===== config.mk =====
export PLATFORM = sky130hd
export DESIGN_NAME = pulse_burst_gen
export DESIGN_NICKNAME = d
export VERILOG_FILES = /design/src/rtl/pbg_pkg.sv /design/src/rtl/pbg_cmd_gate.sv /design/src/rtl/pbg_phase_timer.sv /design/src/rtl/pbg_burst_ctrl.sv /design/src/rtl/pbg_pin_drive.sv /design/src/rtl/pulse_burst_gen.sv
export SDC_FILE = /design/constraint.sdc
export NUM_CORES = 1
export LEC_CHECK = 0
export CAP_MARGIN = 20
export CORE_MARGIN = 2
export CORE_UTILIZATION = 50
export CTS_CLUSTER_DIAMETER = 200
export DETAILED_ROUTE_END_ITERATION = 7
export DONT_BUFFER_PORTS = 1
export PLACE_DENSITY_LB_ADDON = 0.25
export SETUP_SLACK_MARGIN = 0.1
export SLEW_MARGIN = 15
export SYNTH_ARGS = -nofsm -noshare
export SYNTH_HDL_FRONTEND = slang
export SYNTH_SLANG_ARGS = --single-unit

===== constraint.sdc =====
create_clock -name clk -period 4.85 [get_ports clk]
set_clock_uncertainty 0.2 [all_clocks]
set_input_delay 0.97 -clock clk [delete_from_list [all_inputs] [get_ports clk]]
set_output_delay 0.97 -clock clk [all_outputs]
set_load 0.05 [all_outputs]

===== src/rtl/pbg_pkg.sv =====
package pbg_pkg;

    // Width of the divide select; half-periods reach 2^(2^DIV_W - 1) cycles.
    localparam int DIV_W = 3;
    // Width of the train length.
    localparam int LEN_W = 8;
    // Width of the half-period counter, sized for the largest half-period minus one.
    localparam int CNT_W = (2 ** DIV_W) - 1;
    // Largest half-period in cycles.
    localparam int MAX_HALF = 1 << CNT_W;

    typedef enum logic [1:0] {
        ST_IDLE = 2'd0,
        ST_HIGH = 2'd1,
        ST_LOW  = 2'd2
    } phase_e;

    typedef struct packed {
        logic [DIV_W-1:0] div;
        logic [LEN_W-1:0] len;
    } burst_cfg_t;

    typedef struct packed {
        logic launch;
        logic abort;
    } burst_cmd_t;

    // Terminal count of the half-period counter for a given divide select.
    function automatic logic [CNT_W-1:0] half_last(input logic [DIV_W-1:0] d);
        int span;
        span = (1 << d) - 1;
        return CNT_W'(span);
    endfunction

endpackage


===== src/rtl/pbg_cmd_gate.sv =====
module pbg_cmd_gate
    import pbg_pkg::*;
(
    input  logic             enable,
    input  logic             power_save,
    input  logic             start,
    input  logic             busy,
    input  logic [LEN_W-1:0] burst_len,
    output burst_cmd_t       cmd
);

    logic live;
    logic len_nz;

    always_comb begin
        live       = enable && !power_save;
        len_nz     = |burst_len;
        cmd.abort  = !live;
        cmd.launch = live && start && !busy && len_nz;
    end

endmodule


===== src/rtl/pbg_phase_timer.sv =====
module pbg_phase_timer
    import pbg_pkg::*;
(
    input  logic             clk,
    input  logic             rst,
    input  logic             run,
    input  logic [DIV_W-1:0] div,
    output logic             phase_done
);

    logic [CNT_W-1:0] cnt_q;
    logic [CNT_W-1:0] last;

    always_comb begin
        last       = half_last(div);
        phase_done = run && (cnt_q == last);
    end

    always_ff @(posedge clk) begin
        if (rst || !run || phase_done) begin
            cnt_q <= '0;
        end else begin
            cnt_q <= cnt_q + 1'b1;
        end
    end

endmodule


===== src/rtl/pbg_burst_ctrl.sv =====
module pbg_burst_ctrl
    import pbg_pkg::*;
(
    input  logic             clk,
    input  logic             rst,
    input  burst_cmd_t       cmd,
    input  burst_cfg_t       cfg_in,
    input  logic             phase_done,
    output logic [DIV_W-1:0] div_q,
    output logic             busy,
    output logic             wave
);

    phase_e           state_q;
    burst_cfg_t       cfg_q;
    logic [LEN_W-1:0] left_q;

    always_ff @(posedge clk) begin
        if (rst) begin
            state_q <= ST_IDLE;
            cfg_q   <= '0;
            left_q  <= '0;
        end else if (cmd.abort) begin
            state_q <= ST_IDLE;
            left_q  <= '0;
        end else begin
            unique case (state_q)
                ST_IDLE: begin
                    if (cmd.launch) begin
                        state_q <= ST_HIGH;
                        cfg_q   <= cfg_in;
                        left_q  <= cfg_in.len;
                    end
                end
                ST_HIGH: begin
                    if (phase_done) begin
                        state_q <= ST_LOW;
                    end
                end
                ST_LOW: begin
                    if (phase_done) begin
                        left_q  <= left_q - 1'b1;
                        state_q <= (left_q == LEN_W'(1)) ? ST_IDLE : ST_HIGH;
                    end
                end
                default: state_q <= ST_IDLE;
            endcase
        end
    end

    always_comb begin
        div_q = cfg_q.div;
        busy  = (state_q != ST_IDLE);
        wave  = (state_q == ST_HIGH);
    end

endmodule


===== src/rtl/pbg_pin_drive.sv =====
module pbg_pin_drive (
    input  logic force_high,
    input  logic busy,
    input  logic wave,
    output logic pin
);

    always_comb begin
        pin = force_high || (busy && wave);
    end

endmodule


===== src/rtl/pulse_burst_gen.sv =====
module pulse_burst_gen
    import pbg_pkg::*;
(
    input  logic             clk,
    input  logic             rst,
    input  logic             enable,
    input  logic             force_high,
    input  logic             power_save,
    input  logic [DIV_W-1:0] div_sel,
    input  logic [LEN_W-1:0] burst_len,
    input  logic             start,
    output logic             pulse_out,
    output logic             busy
);

    burst_cmd_t       cmd;
    burst_cfg_t       cfg_in;
    logic [DIV_W-1:0] run_div;
    logic             phase_done;
    logic             busy_i;
    logic             wave;

    always_comb begin
        cfg_in.div = div_sel;
        cfg_in.len = burst_len;
    end

    pbg_cmd_gate u_gate (
        .enable     (enable),
        .power_save (power_save),
        .start      (start),
        .busy       (busy_i),
        .burst_len  (burst_len),
        .cmd        (cmd)
    );

    pbg_phase_timer u_timer (
        .clk        (clk),
        .rst        (rst),
        .run        (busy_i),
        .div        (run_div),
        .phase_done (phase_done)
    );

    pbg_burst_ctrl u_ctrl (
        .clk        (clk),
        .rst        (rst),
        .cmd        (cmd),
        .cfg_in     (cfg_in),
        .phase_done (phase_done),
        .div_q      (run_div),
        .busy       (busy_i),
        .wave       (wave)
    );

    pbg_pin_drive u_pin (
        .force_high (force_high),
        .busy       (busy_i),
        .wave       (wave),
        .pin        (pulse_out)
    );

    assign busy = busy_i;

endmodule


==> results of run 1 <==
## stage by stage
stage / cells / total power, mW / worst slack (ns) / hold WS [ns] / util (%)
2_1_floorplan: 160 / 0.2020 / 2.300 / 0.2579 / -
3_3_place_gp: 179 / 0.2013 / 2.297 / 0.2878 / 50.46
3_5_place_dp: 179 / 0.2021 / 2.298 / 0.2969 / 50.46
4_1_cts: 183 / 0.3004 / 2.298 / 0.3162 / 51.94
5_1_grt: 183 / 0.3110 / 2.298 / 0.3483 / 51.94
6_report: 183 / 0.2967 / 2.298 / 0.3166 / 51.94
## sequential cells by signal (all words and copies together) (netlist names)
signal	count
u_ctrl.left_q	8
u_timer.cnt_q	7
u_ctrl.state_q	2
u_ctrl.div_q	3
## cells in the final DEF, fill, tap and decap left out, types with 2 or more instances in the layout
| cell | instances |
|---|---|
| nor2b_1 | 3 |
| a21oi_1 | 11 |
| nor2_2 | 6 |
| nor3b_1 | 3 |
| nand4_1 | 5 |
| dfxtp_1 | 20 |
| nand3_1 | 10 |
| ha_1 | 3 |
| xnor2_1 | 7 |
| nor4_1 | 5 |
| o221ai_1 | 5 |
| or2_2 | 3 |
| inv_1 | 5 |
| or3_1 | 2 |
| nor2_1 | 7 |
| nand2_1 | 21 |
| nor3_1 | 4 |
| nand2b_1 | 3 |
| clkbuf_4 | 3 |
| xor2_1 | 3 |
## where the power goes
| group | internal [mW] | switching [mW] | total (mW) |
|---|---|---|---|
| combinational | 0.0116 | 0.0177 | 0.0293 |
| clock | 0.0457 | 0.0522 | 0.0979 |
| sequential | 0.166 | 0.00337 | 0.169 |
## cells in the mapped netlist, types with 2 or more instances
cell	number	area [µm²]
clkbuf_1	4	15.01
a21oi_1	11	55.05
o221ai_1	5	43.79
dfxtp_1	20	400.4
nand2_1	21	78.83
or3_1	2	12.51
inv_1	5	18.77
nor2_2	6	37.54
nor2_1	7	26.28
nor2b_1	3	18.77
ha_1	3	37.54
nor3b_1	3	22.52
buf_4	3	22.52
buf_6	3	33.78
xor2_1	3	26.28
or2_2	3	18.77
nand4_1	5	31.28
xnor2_1	7	61.31
nor4_1	5	31.28
nand2b_1	3	18.77
nand3_1	10	50.05
nor3_1	4	20.02
## per-layer routing
metal / vias to the layer above / GRT usage [%] / share of wire (%)
met5: - / 0 / 0
met1: 503 / 28.50 / 47
li1: 564 / - / -
met3: 2 / 4.918 / 6.9
met4: 0 / 6.250 / 0.56
met2: 35 / 29.72 / 45
## worst max-delay path by stage
stage	end	slack (ns)	depth (start not counted)
2_1_floorplan	pulse_out	2.30	1
3_3_place_gp	pulse_out	2.30	1
3_5_place_dp	pulse_out	2.30	1
4_1_cts	pulse_out	2.30	1
5_1_grt	pulse_out	2.30	1
6_report	pulse_out	2.30	1
## cell type report
class | count | area, µm² | area share [%]
multi-input combinational | 122 | 770.7 | 60.45
timing repair buffer | 1 | 7.507 | 0.5888
inverter | 6 | 22.52 | 1.766
clock buffer | 4 | 36.28 | 2.846
sequential | 20 | 400.4 | 31.40
tap | 30 | 37.54 | 2.944
## cells by family after synthesis
| family | count (synthesis) | synth area share, % |
|---|---|---|
| AND/OR/NAND/NOR | 79 | 33.40 |
| AO/OA/AOI/OAI | 29 | 16.50 |
| flip-flops | 20 | 31.43 |
| buffers and inverters | 18 | 8.054 |
| XOR/XNOR | 10 | 6.877 |
| adder cells (fa/ha/maj) | 3 | 2.947 |
| multiplexers | 1 | 0.7859 |
==> flow_summary.ini, run 1 <==
[worst_setup_path]
critPathLaunchType = input port
rr_startpoint = u_ctrl.div_q[2]
path_class = in -> out
worst-path-buf-inv = 0
max_stage_delay_ns = 0.41
cp-startpoint = force_high
cp.arrival_ns = 1.38
crit_fanout = 1
reg2reg_setup_slack_ns = 2.48
cp_cell_sequence = or2_2
ff2ff_path_depth = 6
critPathTopFamily = simple AND/OR/NAND/NOR gates
r2r-end = u_timer.cnt_q[5]
crit_path_end_kind = primary output
required_ns = 3.68
cp_slowest_cell = or2_2

[clock_network]
cts_buffers = 3
clockBufferDepth = 2
post-cts-setup-buffers = 0
insertion_delay_ns = 0.30
path_clk_slew_ns = 0.12
clock-root-buffer = clkbuf_4
hold_buffers = 0
tritoncts = yes
htree_levels = 1
cts_num_sinks = 20
cts_resized = 0

[pwr]
peakVddDrop_mv = 0.1310
power_density_nw_per_um2 = 232.7
power_leakage_nw = 0.4185

[outcome]
status = completed

[sta]
hold_violations = 0
final-max-slew-violation-count = 0
min_period_over_period_pct = 52.62
worst_pin_slew_ns = 0.4891
slew_headroom_pct = 67.30
max_freq_mhz = 391.9
tns_ns = 0
fin_crit_ns = 2.552
setup_violations = 0
grt_setup_unrepaired = no

[floorplanning]
coreArea_um2 = 2455
die_w_um = 54.47
fp.dieH_um = 54.47
rows = 18
start_util_pct = 51.89
dieArea_um2 = 2967
num_io_pins = 19

[route]
drc = 0
routed_wl_um = 2677
via_count = 1104
drtPass1Iterations = 4
ant_nets = 0
dr.first_iter.drc_count = 15
wl_per_cell_um = 14.63
vias_per_cell = 6.033

[finish]
layout.nets = 174
area_growth_pct = 0.09798
drive_gt1_share_pct = 11.76
antenna_cells = 0
fillers = 236
final_area_um2 = 1275

[logic_synthesis]
async_flop_share_pct = 0
syn_avg_cell_area_um2 = 7.961
syn_nets = 180
ys_types = 46
synth-main-ff-cell = dfxtp_1
ys_warn_count = 0
netlist_area_um2 = 1274
ys_seq_elements = 20
synthCells = 160
synth-seq-area-share_pct = 31.43
synth_edf_count = 0

[place]
hpwl_um = 1984
place.gp.congestion = 0.8504
place_area_um2 = 1239
io_buffers = 0

[global_routing]
first_global_vias = 945
gr-total-overflow = 0
grt_max_degree = 17
antenna_found_initial = 0
track_usage_pct = 20.09
grt_pass1_wl_um = 4278

[hold_path]
hold_class = reg -> reg
hp-start = u_ctrl.left_q[7]
hold_depth = 2
min_to = u_ctrl.left_q[7]

[flow_run]
drv_cap = 0
No activity file was read; power rests on OpenSTA's default activity.
==> run 2, diff against run 1 <==
==> constraint.sdc (replaced) <==
create_clock -name clk -period 2.7 [get_ports clk]
set_clock_uncertainty 0.2 [all_clocks]
set_input_delay 0.54 -clock clk [delete_from_list [all_inputs] [get_ports clk]]
set_output_delay 0.54 -clock clk [all_outputs]
set_load 0.05 [all_outputs]
==> run 2 against run 1 <==
Via count rose by 0.36%. Worst hold slack got worse by 0.24 ns. Total power increased by 81%. Largest power group unchanged. Die area did not move. Utilization unchanged. Register-to-register slack lost 2.1 ns. Clock power increased by 85%. Critical path type is now reg -> reg.
==> flow_summary.ini, run 2 (synthesized netlist as in run 1, its figures left out) <==
[clock_network]
htree_levels = 1
post-cts-setup-buffers = 0
clockBufferDepth = 2
tritoncts = yes
clock-root-buffer = clkbuf_4
cts_resized = 0
cts_num_sinks = 20
path_clk_slew_ns = 0.12
insertion_delay_ns = 0.31
cts_buffers = 3
hold_buffers = 0

[route]
dr.first_iter.drc_count = 32
routed_wl_um = 2731
drtPass1Iterations = 4
wl_per_cell_um = 14.92
vias_per_cell = 6.055
ant_nets = 0
drc = 0
via_count = 1108

[place]
place.gp.congestion = 0.8348
io_buffers = 0
hpwl_um = 2034
pre_cts_ws_ns = 0.4039
dp_cells = 179

[worst_setup_path]
crit_path_end_kind = flip-flop
ff2ff_path_depth = 6
reg2reg_setup_slack_ns = 0.36
rr_startpoint = u_ctrl.div_q[2]
cp.arrival_ns = 2.40
crit_fanout = 13
cp_slowest_cell = dfxtp_1
cp_cell_sequence = nand2_1, o221a_1, a211o_1, and3b_1, or3_1, nor2_2
path_class = reg -> reg
required_ns = 2.76
r2r-end = u_timer.cnt_q[5]
max_stage_delay_ns = 0.56
critPathLaunchType = flip-flop

[sta]
worst_pin_slew_ns = 0.5513
slew_headroom_pct = 63.13
fin_crit_ns = 2.339
max_freq_mhz = 427.6
min_period_over_period_pct = 86.62
tns_ns = 0
grt_setup_unrepaired = no
final-max-slew-violation-count = 0
setup_violations = 0
finalWorstSetupSlack_ns = 0.3613
hold_violations = 0

[finish]
top_register = u_ctrl.left_q
final_common_cell = nand2_1
drive_gt1_share_pct = 11.76
layout_common_cells = nand2_1, dfxtp_1, a21oi_1, nand3_1
largest_register_ffs = 8
area_growth_pct = 0.09798
fin_util_pct = 51.94
layout.nets = 174
antenna_cells = 0
fillers = 241
stdcell_count = 183

[hold_path]
hp-start = rst
min_to = u_ctrl.div_q[2]
hold_depth = 1
hold_class = in -> reg

[floorplanning]
dieArea_um2 = 2967
num_io_pins = 19
coreArea_um2 = 2455
die_w_um = 54.47
fp.dieH_um = 54.47
start_util_pct = 51.89
rows = 18

[global_routing]
gr-total-overflow = 0
grt_max_degree = 16
track_usage_pct = 21.07
first_global_vias = 1000
antenna_found_initial = 0
grt_pass1_wl_um = 4436

[outcome]
status = completed

[pwr]
power_leakage_nw = 0.4185
power_density_nw_per_um2 = 421.4
peakVddDrop_mv = 0.2548

[flow_run]
drv_cap = 0
## run 2: cell counts in the layout (fill, tap and decap cells not counted)
Identical to the previous run, type by type.
## run 2: layout make-up
cell class | count | area (µm²) | area share [%]
Clock buffer | 4 | 36.28 | 2.846
Inverter | 6 | 22.52 | 1.766
Multi-Input combinational cell | 122 | 770.7 | 60.45
Sequential cell | 20 | 400.4 | 31.40
Tap cell | 30 | 37.54 | 2.944
Timing Repair Buffer | 1 | 7.507 | 0.5888
## run 2: per-stage QoR
stage | power [mW] | cell area [µm²] | hold slack, ns
5_1_grt | 0.5591 | 1275 | 0.05883
4_1_cts | 0.5379 | 1275 | 0.07194
2_1_floorplan | 0.3629 | 1274 | 0.2579
3_3_place_gp | 0.3609 | 1239 | 0.2852
3_5_place_dp | 0.3624 | 1239 | 0.2898
6_report | 0.5373 | 1275 | 0.07501
## run 2: critical path: cells and delay by family (launching register included)
kind | cells | cell delay (ns)
and+or+nand+nor | 4 | 0.98
DFF | 1 | 0.56
AOI/OAI and AO/OA | 2 | 0.54
## run 2: how the worst max path moves through the flow
stage	slack [ns]	depth (start not counted)	start	to
floorplan	0.66	8	u_timer.cnt_q[5]	u_timer.cnt_q[4]
global placement	0.46	6	u_ctrl.div_q[2]	u_timer.cnt_q[4]
detailed placement	0.40	6	u_ctrl.div_q[2]	u_timer.cnt_q[5]
CTS	0.37	6	u_ctrl.div_q[2]	u_timer.cnt_q[5]
global route	0.22	6	u_ctrl.div_q[2]	u_timer.cnt_q[4]
finish	0.36	6	u_ctrl.div_q[2]	u_timer.cnt_q[5]
## run 2: metal layers
metal | vias up | global-route usage [%] | share of wire (%)
li1 | 565 | - | -
met1 | 514 | 28.38 | 49
met2 | 24 | 33.33 | 45
met3 | 5 | 3.552 | 4.9
met4 | 0 | 8.333 | 1.7
met5 | - | 0 | 0
## run 2: report_power, final
part,leakage [nW],total [mW],internal [mW],switching (mW)
logic,0.236,0.0521,0.0209,0.0313
clock network,0.0210,0.181,0.0824,0.0985
registers,0.161,0.304,0.298,0.00598
